File: config.mk
export PLATFORM = sky130hd
export DESIGN_NAME = att_latch_ctrl
export DESIGN_NICKNAME = d
export VERILOG_FILES = /design/src/rtl/att_latch_pkg.sv /design/src/rtl/att_zc_det.sv /design/src/rtl/att_chan.sv /design/src/rtl/att_latch_ctrl.sv
export SDC_FILE = /design/constraint.sdc
export NUM_CORES = 1
export LEC_CHECK = 0
export ABC_AREA = 1
export BUFFER_PORTS_ARGS = -buffer_cell sky130_fd_sc_hd__buf_2
export CORE_UTILIZATION = 60
export CTS_CLUSTER_SIZE = 12
export DETAILED_ROUTE_END_ITERATION = 10
export PLACE_DENSITY = 0.86
export SLEW_MARGIN = 20
export SYNTH_ARGS = -nofsm -noshare
export SYNTH_HDL_FRONTEND = slang
export SYNTH_SLANG_ARGS = --single-unit
export TNS_END_PERCENT = 30
File: constraint.sdc
create_clock -name clk_i -period 2.68 [get_ports clk_i]
set_input_delay 0.402 -clock clk_i [delete_from_list [all_inputs] [get_ports clk_i]]
set_output_delay 0.402 -clock clk_i [all_outputs]
set_load 0.05 [all_outputs]
File: src/rtl/att_latch_pkg.sv
package att_latch_pkg;
  localparam int unsigned NUM_PAIRS_DEF = 4;
  localparam int unsigned CODE_W_DEF    = 8;
  localparam int unsigned SMP_W_DEF     = 16;
  localparam int unsigned ADDR_W_DEF    = 5;

  typedef struct packed {
    logic pair_follow;
    logic zc_en;
  } ctrl_t;
endpackage

File: src/rtl/att_zc_det.sv
module att_zc_det #(
  parameter int unsigned SMP_W = 16
) (
  input  logic             clk_i,
  input  logic             rst_ni,
  input  logic             vld_i,
  input  logic [SMP_W-1:0] smp_i,
  output logic             hit_o
);
  logic sign_q;

  always_ff @(posedge clk_i or negedge rst_ni) begin
    if (!rst_ni)    sign_q <= 1'b0;
    else if (vld_i) sign_q <= smp_i[SMP_W-1];
  end

  assign hit_o = vld_i && ((smp_i == '0) || (smp_i[SMP_W-1] != sign_q));
endmodule

File: src/rtl/att_chan.sv
module att_chan #(
  parameter int unsigned CODE_W = 8
) (
  input  logic              clk_i,
  input  logic              rst_ni,
  input  logic              ld_i,
  input  logic [CODE_W-1:0] ld_val_i,
  input  logic              commit_i,
  input  logic              zc_en_i,
  input  logic              zc_hit_i,
  output logic [CODE_W-1:0] act_o,
  output logic              pend_o
);
  logic [CODE_W-1:0] stage_q, pend_q, act_q, tgt;
  logic              pend_vld_q;

  // a write in the commit cycle supplies its own channel's target directly
  assign tgt = ld_i ? ld_val_i : stage_q;

  always_ff @(posedge clk_i or negedge rst_ni) begin
    if (!rst_ni) begin
      stage_q    <= '1;
      pend_q     <= '1;
      act_q      <= '1;
      pend_vld_q <= 1'b0;
    end else begin
      if (ld_i) stage_q <= ld_val_i;
      if (commit_i) begin
        if (zc_en_i) begin
          pend_q     <= tgt;
          pend_vld_q <= 1'b1;
        end else begin
          act_q      <= tgt;
          pend_vld_q <= 1'b0;
        end
      end else if (pend_vld_q && (!zc_en_i || zc_hit_i)) begin
        act_q      <= pend_q;
        pend_vld_q <= 1'b0;
      end
    end
  end

  assign act_o  = act_q;
  assign pend_o = pend_vld_q;
endmodule

File: src/rtl/att_latch_ctrl.sv
module att_latch_ctrl
  import att_latch_pkg::*;
#(
  parameter int unsigned NUM_PAIRS = NUM_PAIRS_DEF,
  parameter int unsigned CODE_W    = CODE_W_DEF,
  parameter int unsigned SMP_W     = SMP_W_DEF,
  parameter int unsigned ADDR_W    = ADDR_W_DEF
) (
  input  logic                          clk_i,
  input  logic                          rst_ni,
  input  logic                          wr_en_i,
  input  logic [ADDR_W-1:0]             wr_addr_i,
  input  logic [CODE_W:0]               wr_data_i,
  input  logic [2*NUM_PAIRS-1:0]        smp_vld_i,
  input  logic [2*NUM_PAIRS*SMP_W-1:0]  smp_i,
  output logic [2*NUM_PAIRS*CODE_W-1:0] att_o
);
  localparam int unsigned NCH = 2 * NUM_PAIRS;
  localparam logic [ADDR_W-1:0] MAST_ADDR = ADDR_W'(NCH);
  localparam logic [ADDR_W-1:0] CTRL_ADDR = ADDR_W'(NCH + 1);

  ctrl_t                   ctrl_q;
  logic                    zc_en, commit, chan_wr, mast_wr, ctrl_wr;
  logic [NCH-1:0]          ld, zc_hit, pend_vld;
  logic [NCH*CODE_W-1:0]   act_flat;

  assign chan_wr = wr_en_i && (wr_addr_i < MAST_ADDR);
  assign mast_wr = wr_en_i && (wr_addr_i == MAST_ADDR);
  assign ctrl_wr = wr_en_i && (wr_addr_i == CTRL_ADDR);
  assign commit  = (chan_wr || mast_wr) && wr_data_i[CODE_W];
  assign zc_en   = ctrl_q.zc_en;

  always_ff @(posedge clk_i or negedge rst_ni) begin
    if (!rst_ni)      ctrl_q <= '0;
    else if (ctrl_wr) ctrl_q <= ctrl_t'(wr_data_i[1:0]);
  end

  for (genvar c = 0; c < NCH; c++) begin : g_chan
    assign ld[c] = mast_wr || (chan_wr && (wr_addr_i == ADDR_W'(c)));

    att_zc_det #(.SMP_W(SMP_W)) u_zc (
      .clk_i  (clk_i),
      .rst_ni (rst_ni),
      .vld_i  (smp_vld_i[c]),
      .smp_i  (smp_i[c*SMP_W +: SMP_W]),
      .hit_o  (zc_hit[c])
    );

    att_chan #(.CODE_W(CODE_W)) u_chan (
      .clk_i    (clk_i),
      .rst_ni   (rst_ni),
      .ld_i     (ld[c]),
      .ld_val_i (wr_data_i[CODE_W-1:0]),
      .commit_i (commit),
      .zc_en_i  (zc_en),
      .zc_hit_i (zc_hit[c]),
      .act_o    (act_flat[c*CODE_W +: CODE_W]),
      .pend_o   (pend_vld[c])
    );
  end

  for (genvar k = 0; k < NUM_PAIRS; k++) begin : g_pair
    assign att_o[2*k*CODE_W +: CODE_W]     = act_flat[2*k*CODE_W +: CODE_W];
    assign att_o[(2*k+1)*CODE_W +: CODE_W] = ctrl_q.pair_follow ?
                                             act_flat[2*k*CODE_W +: CODE_W] :
                                             act_flat[(2*k+1)*CODE_W +: CODE_W];
  end
endmodule


==> flow_summary.json, run 1 <==
{
  "status": "finished clean",
  "hp-class": "in -> reg",
  "synth_top_area_cell": "dfstp_2",
  "core_sq_mm": 0.0175,
  "ys_types": 30,
  "io_pins": 217,
  "cap_violations": 0,
  "synth.yosys.seq_area_share": 0.508,
  "antenna_found_initial": 0,
  "grt_pass1_wl_mm": 46.8,
  "yosys_warnings": 0,
  "vdd_drop_max_mv": 0.920,
  "relSlewSlack": 0.493,
  "final_common_cell": "nand2_1",
  "rsz0062_at_grt": "false",
  "synth_nets": 1553,
  "routedWlPerCell_microns": 15.9,
  "drtIter0Drc": 842,
  "netlist_area_sq_mm": 0.0108,
  "drc_errors": 0,
  "setup_violations": 0,
  "fmax_mhz": 426,
  "fin_hold_ws_ps": 123,
  "dr.pass1.iters": 5,
  "drive_gt1_frac": 0.302,
  "cts_inserted_buffers": 22,
  "crit_path_end_kind": "output port",
  "grt_usage": 0.323,
  "drt_wl_total_mm": 28.9,
  "rows": 48,
  "layout_setup_ws_ps": 333,
  "antenna_left": 0,
  "clkTransAtPathRegs_ps": 70,
  "h-tree-depth": 1,
  "avgViaCountPerCell": 5.47,
  "clk_path_buf_depth": 3,
  "drv_slew": 0,
  "p_per_area_mw_per_mm2": 1060,
  "die_h_microns": 136,
  "area_growth_pct": 16.5,
  "root_buffer": "clkbuf_16",
  "start_util": 0.619,
  "final_util": 0.722,
  "fillers": 1353,
  "cts-resized-gates": 0,
  "grt_overflow": 0,
  "critPathArrivalTime_ps": 1940,
  "tns_ps": 0,
  "final_cell_mix": "nand2_1, buf_2, dfstp_2",
  "crit_required_ps": 2280,
  "cp_max_fo": 17,
  "grt_max_degree": 89,
  "syn_inst": 1400,
  "hold_violations": 0,
  "synthTopCellsByArea": "dfstp_2, nand2_1, nand3_1",
  "routabilityCongestion": 0.914,
  "hpwl_mm": 19.3,
  "syn_avg_cell_area_sq_um": 7.73,
  "port_buffers": 216,
  "period_minus_slack_ps": 2350,
  "static-leakage-power_nw": 6.36,
  "final_nets": 1735,
  "cts_num_sinks": 210,
  "place_ws_ps": 285,
  "clock_latency_ps": 510,
  "max_slew.worst_pin.slew_ps": 760,
  "power_mw": 13.4,
  "clock_skew_ps": 12.7,
  "synth_top_area_frac": 0.466,
  "tritoncts": "yes",
  "crit_type": "reg -> out",
  "die_w_microns": 136,
  "synth_seq_cells": 210,
  "min_period_over_period": 0.876,
  "grt_pass1_vias": 9529,
  "post_cts_buffers": 0,
  "die_area_sq_mm": 0.0186,
  "cp-start-kind": "flop",
  "num_vias": 9976
}
## registers in the layout, indices dropped and copies added, names as in the netlist
register	flops
g_chan.u_chan.act_o	64
ctrl_q	1
g_chan.u_zc.sign_q	8
g_chan.u_chan.pend_o	8
g_chan.u_chan.stage_q	64
g_chan.u_chan.pend_q	64
zc_en	1
## logic make-up after synthesis
kind of cell / share of synthesized area
flip-flops: 0.508
buffers and inverters: 0.0697
AND/OR/NAND/NOR: 0.373
multiplexers: 0.00832
XOR/XNOR: 0.00647
AO/OA/AOI/OAI: 0.0347
## power by group
| part | total [mW] | internal (mW) | switching, mW |
|---|---|---|---|
| Sequential | 5.74 | 5.11 | 0.626 |
| Combinational | 4.83 | 1.38 | 3.45 |
| Clock | 2.84 | 1.64 | 1.21 |
| Total | 13.4 | 8.14 | 5.28 |
## synth_stat cells
master and number:
nand2_1 623, dfstp_2 192, nand3_1 141, nor2_1 85, inv_1 79, o21ai_0 58
and2_1 56, buf_4 37, nand3b_1 24, clkbuf_1 21, dfrtp_1 18, buf_2 15
nand2_2 11, mux2_2 8, xnor2_1 8, a21oi_1 6, a21oi_2 2, inv_2 2
nor2_2 2, o21ai_1 2, a21boi_2 1, a21oi_4 1, buf_1 1, buf_6 1
clkinv_1 1, nand3_2 1, nand3_4 1, nand4_2 1, nor2_8 1, nor3_1 1
## path summary, 6_finish.rpt
path	from	to	slack, ps	cells past startpoint
worst max-delay path	ctrl_q[1]$_DFFE_PN0P_	att_o[25]	330	6
worst min register to register	g_chan[1].u_chan.act_o[4]$_DFFE_PN1P_	g_chan[1].u_chan.act_o[4]$_DFFE_PN1P_	460	2
worst max register to register	zc_en$_DFFE_PN0P_	g_chan[4].u_chan.pend_q[5]$_DFFE_PN1P_	670	5
max in group asynchronous	rst_ni	g_chan[2].u_chan.pend_q[7]$_DFFE_PN1P_	1340	3
worst min-delay path	wr_data_i[1]	ctrl_q[1]$_DFFE_PN0P_	120	3
min in group asynchronous	rst_ni	g_chan[2].u_chan.pend_o$_DFFE_PN0P_	520	2
## through the flow
stage | cells | instance area [sq um]
finish | 1823 | 12600
global route | 1822 | 12600
CTS | 1822 | 12600
detailed placement | 1782 | 11900
global placement | 1782 | 11900
floorplan | 1400 | 10800
## metal layers
layer | part of all wire | global-route usage | vias to the layer above
met5 | 0 | 0 | -
met4 | 0.041 | 0.147 | 0
met3 | 0.091 | 0.0664 | 103
met2 | 0.47 | 0.528 | 470
met1 | 0.40 | 0.413 | 4705
li1 | - | - | 4698
## critical path, cell delays in order (launching register included)
cell,delay (ps)
dfrtp_1,390
buf_4,210
inv_1,100
buf_4,240
nand2_1,140
nand2_1,90
buf_2,260
## what timing repair did
action | CTS | global route
hold buffers | 1 | 0
endpoints found under the hold margin | 10 | 0
endpoints found under the setup margin | 0 | 0
## area by class of cell
cell class                 count  area [sq um]  share of cell area
antenna                        1          2.50            0.000198
clock buffer                  37           648              0.0514
clock inverter                 2          10.0            0.000794
inverter                      82           308              0.0244
multi-input combinational   1033          4580               0.363
sequential                   210          5500               0.436
tap                          225           282              0.0223
timing repair buffer         233          1280               0.102
Power figures use the tool's default switching activity.
==> run 2, diff against run 1 <==
- CTS_BUF_LIST: unset -> sky130_fd_sc_hd__clkbuf_4 sky130_fd_sc_hd__clkbuf_8 sky130_fd_sc_hd__clkbuf_16
==> run 2 against run 1 <==
- die area is the same
- sequential share of layout area shrank 0.16 points
- routed wire length grew 0.16%
- worst hold slack lost 10 ps
- clock skew shrank 3.9 ps
- worst setup slack lost 7.3 ps
- largest power group unchanged
==> flow_summary.json, run 2 (synthesized netlist as in run 1, its figures left out) <==
{
  "die_area_sq_mm": 0.0186,
  "clockPowerShare": 0.219,
  "grt_max_degree": 89,
  "status": "finished clean",
  "antenna_found_initial": 0,
  "static-leakage-power_nw": 6.40,
  "relSlewSlack": 0.504,
  "grt_pass1_vias": 9530,
  "p_sw_frac": 0.390,
  "crit_type": "reg -> out",
  "power.switching_mw": 5.29,
  "die_h_microns": 136,
  "drc_errors": 0,
  "antenna_left": 0,
  "numPlacedInstances": 1782,
  "max_slew.worst_pin.slew_ps": 744,
  "clock_latency_ps": 510,
  "final_common_cell": "nand2_1",
  "crit_required_ps": 2280,
  "tritoncts": "yes",
  "cts_num_sinks": 210,
  "h-tree-depth": 1,
  "tns_ps": 0,
  "io_pins": 217,
  "hp-class": "in -> reg",
  "vdd_drop_max_mv": 0.916,
  "period_minus_slack_ps": 2350,
  "root_buffer": "clkbuf_16",
  "dr.pass1.iters": 5,
  "cp_max_fo": 17,
  "crit_path_end_kind": "output port",
  "grt_pass1_wl_mm": 46.8,
  "cts-resized-gates": 0,
  "die_w_microns": 136,
  "clkTransAtPathRegs_ps": 60,
  "layout.cells.non_filler": 1823,
  "hold_violations": 0,
  "cts_inserted_buffers": 22,
  "final_cell_mix": "nand2_1, buf_2, dfstp_2",
  "start_util": 0.619,
  "clk_path_buf_depth": 3,
  "cp-start-kind": "flop",
  "fmax_mhz": 425,
  "p_seq_frac": 0.424,
  "rows": 48,
  "min_period_over_period": 0.878,
  "routedWlPerCell_microns": 15.9,
  "grt_usage": 0.323,
  "avgViaCountPerCell": 5.44,
  "drt_wl_total_mm": 29.0,
  "routabilityCongestion": 0.914,
  "drv_slew": 0,
  "grt_overflow": 0,
  "clock_skew_ps": 8.84,
  "num_vias": 9922,
  "hpwl_mm": 19.3,
  "pwr-share-comb": 0.357,
  "p_per_area_mw_per_mm2": 1070,
  "drive_gt1_frac": 0.309,
  "port_buffers": 216,
  "rsz0062_at_grt": "false",
  "cap_violations": 0,
  "drtIter0Drc": 877,
  "p_int_mw": 8.26,
  "r2r_cells": 5,
  "critPathArrivalTime_ps": 1950,
  "setup_violations": 0,
  "core_sq_mm": 0.0175,
  "min_path_cells": 3,
  "final_nets": 1735,
  "area_growth_pct": 16.9
}
==> run 2: cell count changes in the layout (fill, tap and decap cells not counted) <==
cell	previous run	this run
clkbuf_1	12	0
clkbuf_4	0	12
==> run 2: timing repair <==
action	CTS	global route
hold endpoints to repair	10	0
hold buffers	1	0
buffers inserted	0	0
==> run 2: metrics by stage <==
step | hold WS (ps) | setup WS (ps) | util | area, sq um | power (mW)
3_3_place_gp | 452 | 416 | 0.683 | 11900 | 10.4
6_report | 112 | 326 | 0.724 | 12700 | 13.5
5_1_grt | 149 | 270 | 0.724 | 12700 | 14.3
2_1_floorplan | 106 | 996 | - | 10800 | 9.53
4_1_cts | 110 | 354 | 0.724 | 12700 | 13.5
3_5_place_dp | 456 | 285 | 0.683 | 11900 | 10.5
==> run 2: area by class of cell <==
type | count | area, sq um
clock inverters | 2 | 10.0
repair buffers | 233 | 1280
inverters | 82 | 308
diodes | 1 | 2.50
multi-input cells | 1033 | 4580
flip-flops and latches | 210 | 5500
fillers | 1338 | 4820
clock buffers | 37 | 693
well taps | 225 | 282
==> run 2: worst max-delay path: stages, from the launching register on <==
cell	delay [ps]
dfrtp_1	390
buf_4	210
inv_1	100
buf_4	240
nand2_1	140
nand2_1	90
buf_2	260
==> run 2: metal layers <==
layer | GRT usage | wire length, microns | vias to the layer above
li1 | - | - | 4705
met1 | 0.413 | 11700 | 4696
met2 | 0.534 | 13700 | 432
met3 | 0.0623 | 2420 | 89
met4 | 0.138 | 1140 | 0
met5 | 0 | 0 | -
==> run 2: path summary, 6_finish.rpt <==
kind	start	to	slack [ps]
max in group asynchronous	rst_ni	g_chan[2].u_chan.pend_q[7]$_DFFE_PN1P_	1330
max reg2reg	zc_en$_DFFE_PN0P_	g_chan[4].u_chan.pend_q[5]$_DFFE_PN1P_	680
min in group asynchronous	rst_ni	g_chan[2].u_chan.pend_o$_DFFE_PN0P_	520
min reg2reg	g_chan[3].u_chan.pend_q[7]$_DFFE_PN1P_	g_chan[3].u_chan.pend_q[7]$_DFFE_PN1P_	470
max	ctrl_q[1]$_DFFE_PN0P_	att_o[25]	330
min	wr_data_i[1]	ctrl_q[1]$_DFFE_PN0P_	110
==> run 2: power groups by stage <==
stage	sequential, mW	combinational [mW]	clock (mW)
final	5.74	4.84	2.97
after global routing	5.87	5.27	3.12
after CTS	5.73	4.83	2.99
after detailed placement	5.74	4.77	0
after global placement	5.71	4.65	0
after floorplan	5.54	4.00	0
==> run 3, diff against run 2 <==
- BUFFER_PORTS_ARGS: -buffer_cell sky130_fd_sc_hd__buf_2 -> unset
- CORE_UTILIZATION: 60 -> 69
- DONT_BUFFER_PORTS: unset -> 1
- GPL_ROUTABILITY_DRIVEN: unset -> 1
- PLACE_DENSITY: 0.86 -> 0.85
==> run 3 against run 2 <==
- the run now ends with hold timing left
- critical path depth fell by 1
- cell count is 11% lower
- clock skew shrank 2.7 ps
- via count fell by 6.1%
- fmax grew 3.2%
- worst setup slack improved by 74 ps
- flip-flop and latch count unchanged
- largest power group unchanged
==> flow_summary.json, run 3 (synthesized netlist as in run 1, its figures left out) <==
{
  "met3_usage": 0.0704,
  "r2r_cells": 7,
  "relSlewSlack": 0.457,
  "die_h_microns": 127,
  "period_minus_slack_ps": 2280,
  "io_pins": 217,
  "hold_violations": 210,
  "clk_path_buf_depth": 3,
  "antenna_found_initial": 0,
  "drt_wl_total_mm": 28.3,
  "timing.rr.end": "g_chan[1].u_chan.act_o[4]$_DFFE_PN1P_",
  "port_buffers": 0,
  "cts_num_sinks": 210,
  "critPathArrivalTime_ps": 1880,
  "root_buffer": "clkbuf_16",
  "fillers": 1055,
  "crit_type": "reg -> out",
  "die_area_sq_mm": 0.0162,
  "min_period_over_period": 0.851,
  "start_util": 0.709,
  "die_w_microns": 127,
  "power_mw": 13.5,
  "grt_pass1_wl_mm": 45.5,
  "fin_hold_ws_ps": -406,
  "vdd_drop_max_mv": 1.13,
  "crit_chain": "inv_1 -> buf_12 -> nand2_1 -> nand2_1 -> buf_4",
  "fmax_mhz": 439,
  "final_cell_mix": "nand2_1, dfstp_2, nand3_1",
  "grt_use_met2": 0.589,
  "rows": 45,
  "status": "finished, violations left",
  "routabilityCongestion": 0.924,
  "avgViaCountPerCell": 5.73,
  "crit_path_end_kind": "output port",
  "clock_skew_ps": 6.17,
  "crit_buf_inv": 3,
  "tritoncts": "yes",
  "clkTransAtPathRegs_ps": 60,
  "drv_slew": 0,
  "grt_pass1_vias": 9105,
  "hpwl_mm": 18.4,
  "grt_usage": 0.361,
  "cpMaxStageDelayCell": "inv_1",
  "slowest_delay_ps": 400,
  "crit_top_cell": "nand2_1",
  "setup_violations": 0,
  "reg2reg_slack_ps": 1070,
  "cp-start-kind": "flop",
  "grt_overflow": 0,
  "crit_family": "buffers and inverters",
  "placed_cell_area_sq_mm": 0.0111,
  "clock_latency_ps": 500,
  "tns_ps": 0,
  "routedWlPerCell_microns": 17.4,
  "cp_max_fo": 19,
  "rsz0062_at_grt": "false",
  "multiInputGateArea_sq_mm": 0.00458,
  "drtIter0Drc": 872,
  "violations": "hold timing",
  "busiest_layer": "met2",
  "final_util": 0.775,
  "grt_max_degree": 211,
  "cap_violations": 0,
  "final_common_cell": "nand2_1",
  "final_nets": 1553,
  "max_slew.worst_pin.slew_ps": 813,
  "reg2reg_from": "g_chan[1].u_zc.sign_q$_DFFE_PN0P_",
  "stdcell_area_sq_mm": 0.0118,
  "drive_gt1_frac": 0.222,
  "drc_errors": 0,
  "area_growth_pct": 9.28,
  "p_per_area_mw_per_mm2": 1140,
  "core_sq_mm": 0.0153,
  "crit_required_ps": 2280,
  "static-leakage-power_nw": 5.69,
  "antenna_left": 0,
  "n_antenna_cell": 0,
  "cts_inserted_buffers": 22,
  "h-tree-depth": 1,
  "final-seq-area_sq_mm": 0.00550,
  "num_vias": 9316,
  "dr.pass1.iters": 5,
  "use_met1": 0.478,
  "hp-class": "in -> async"
}
==> run 3: cell count changes in the layout (fill, tap and decap cells not counted) <==
cell / previous run / this run
buf_2: 215 / 0
buf_4: 11 / 46
clkbuf_8: 3 / 5
clkinv_2: 2 / 0
diode_2: 1 / 0
dlygate4sd3_1: 1 / 0
==> run 3: per-layer routing <==
metal | vias to the layer above | share of wire
met2 | 412 | 0.48
met1 | 4471 | 0.40
met4 | 0 | 0.036
met5 | - | 0
li1 | 4348 | -
met3 | 85 | 0.085
==> run 3: worst register-to-register path, stage by stage, from the launching register on <==
cell	delay, ps
dfrtp_1	400
xnor2_1	150
nand2_1	70
nand3_1	130
nand2_1	330
nand2_1	280
nand2_1	130
nand2_1	60
==> run 3: what timing repair did <==
action                                 in CTS  in global routing
endpoints found under the hold margin     210                210
resized for setup                           0                  0
buffers inserted                            0                  0
==> run 3: cell type report <==
class                           count  share of cell area
Clock buffer                       40              0.0621
Inverter                           82              0.0260
Multi-Input combinational cell   1033               0.387
Sequential cell                   210               0.465
Tap cell                          211              0.0223
Timing Repair Buffer               51              0.0377
==> run 3: report_power, final <==
group | switching [mW] | total [mW] | leakage (nW) | internal (mW)
clock network | 1.22 | 3.06 | 0.375 | 1.84
registers | 1.44 | 6.59 | 2.24 | 5.15
logic | 2.53 | 3.83 | 3.08 | 1.30
total | 5.19 | 13.5 | 5.69 | 8.29
==> run 3: per-stage QoR <==
step	hold slack (ps)	setup slack, ps	instances
3_5_place_dp	110	314	1587
6_report	-406	400	1627
5_1_grt	-416	288	1627
3_3_place_gp	110	430	1587
4_1_cts	-413	406	1627
2_1_floorplan	106	996	1400
==> run 3: worst max path at each step <==
stage,startpoint,end,slack [ps],cells after the start
floorplan,ctrl_q[1]$_DFFE_PN0P_,att_o[10],1000,5
global placement,wr_addr_i[1],g_chan[4].u_chan.pend_q[0]$_DFFE_PN1P_,430,7
detailed placement,wr_addr_i[1],g_chan[5].u_chan.act_o[6]$_DFFE_PN1P_,310,8
CTS,ctrl_q[1]$_DFFE_PN0P_,att_o[42],410,5
global route,ctrl_q[1]$_DFFE_PN0P_,att_o[42],290,5
finish,ctrl_q[1]$_DFFE_PN0P_,att_o[42],400,5
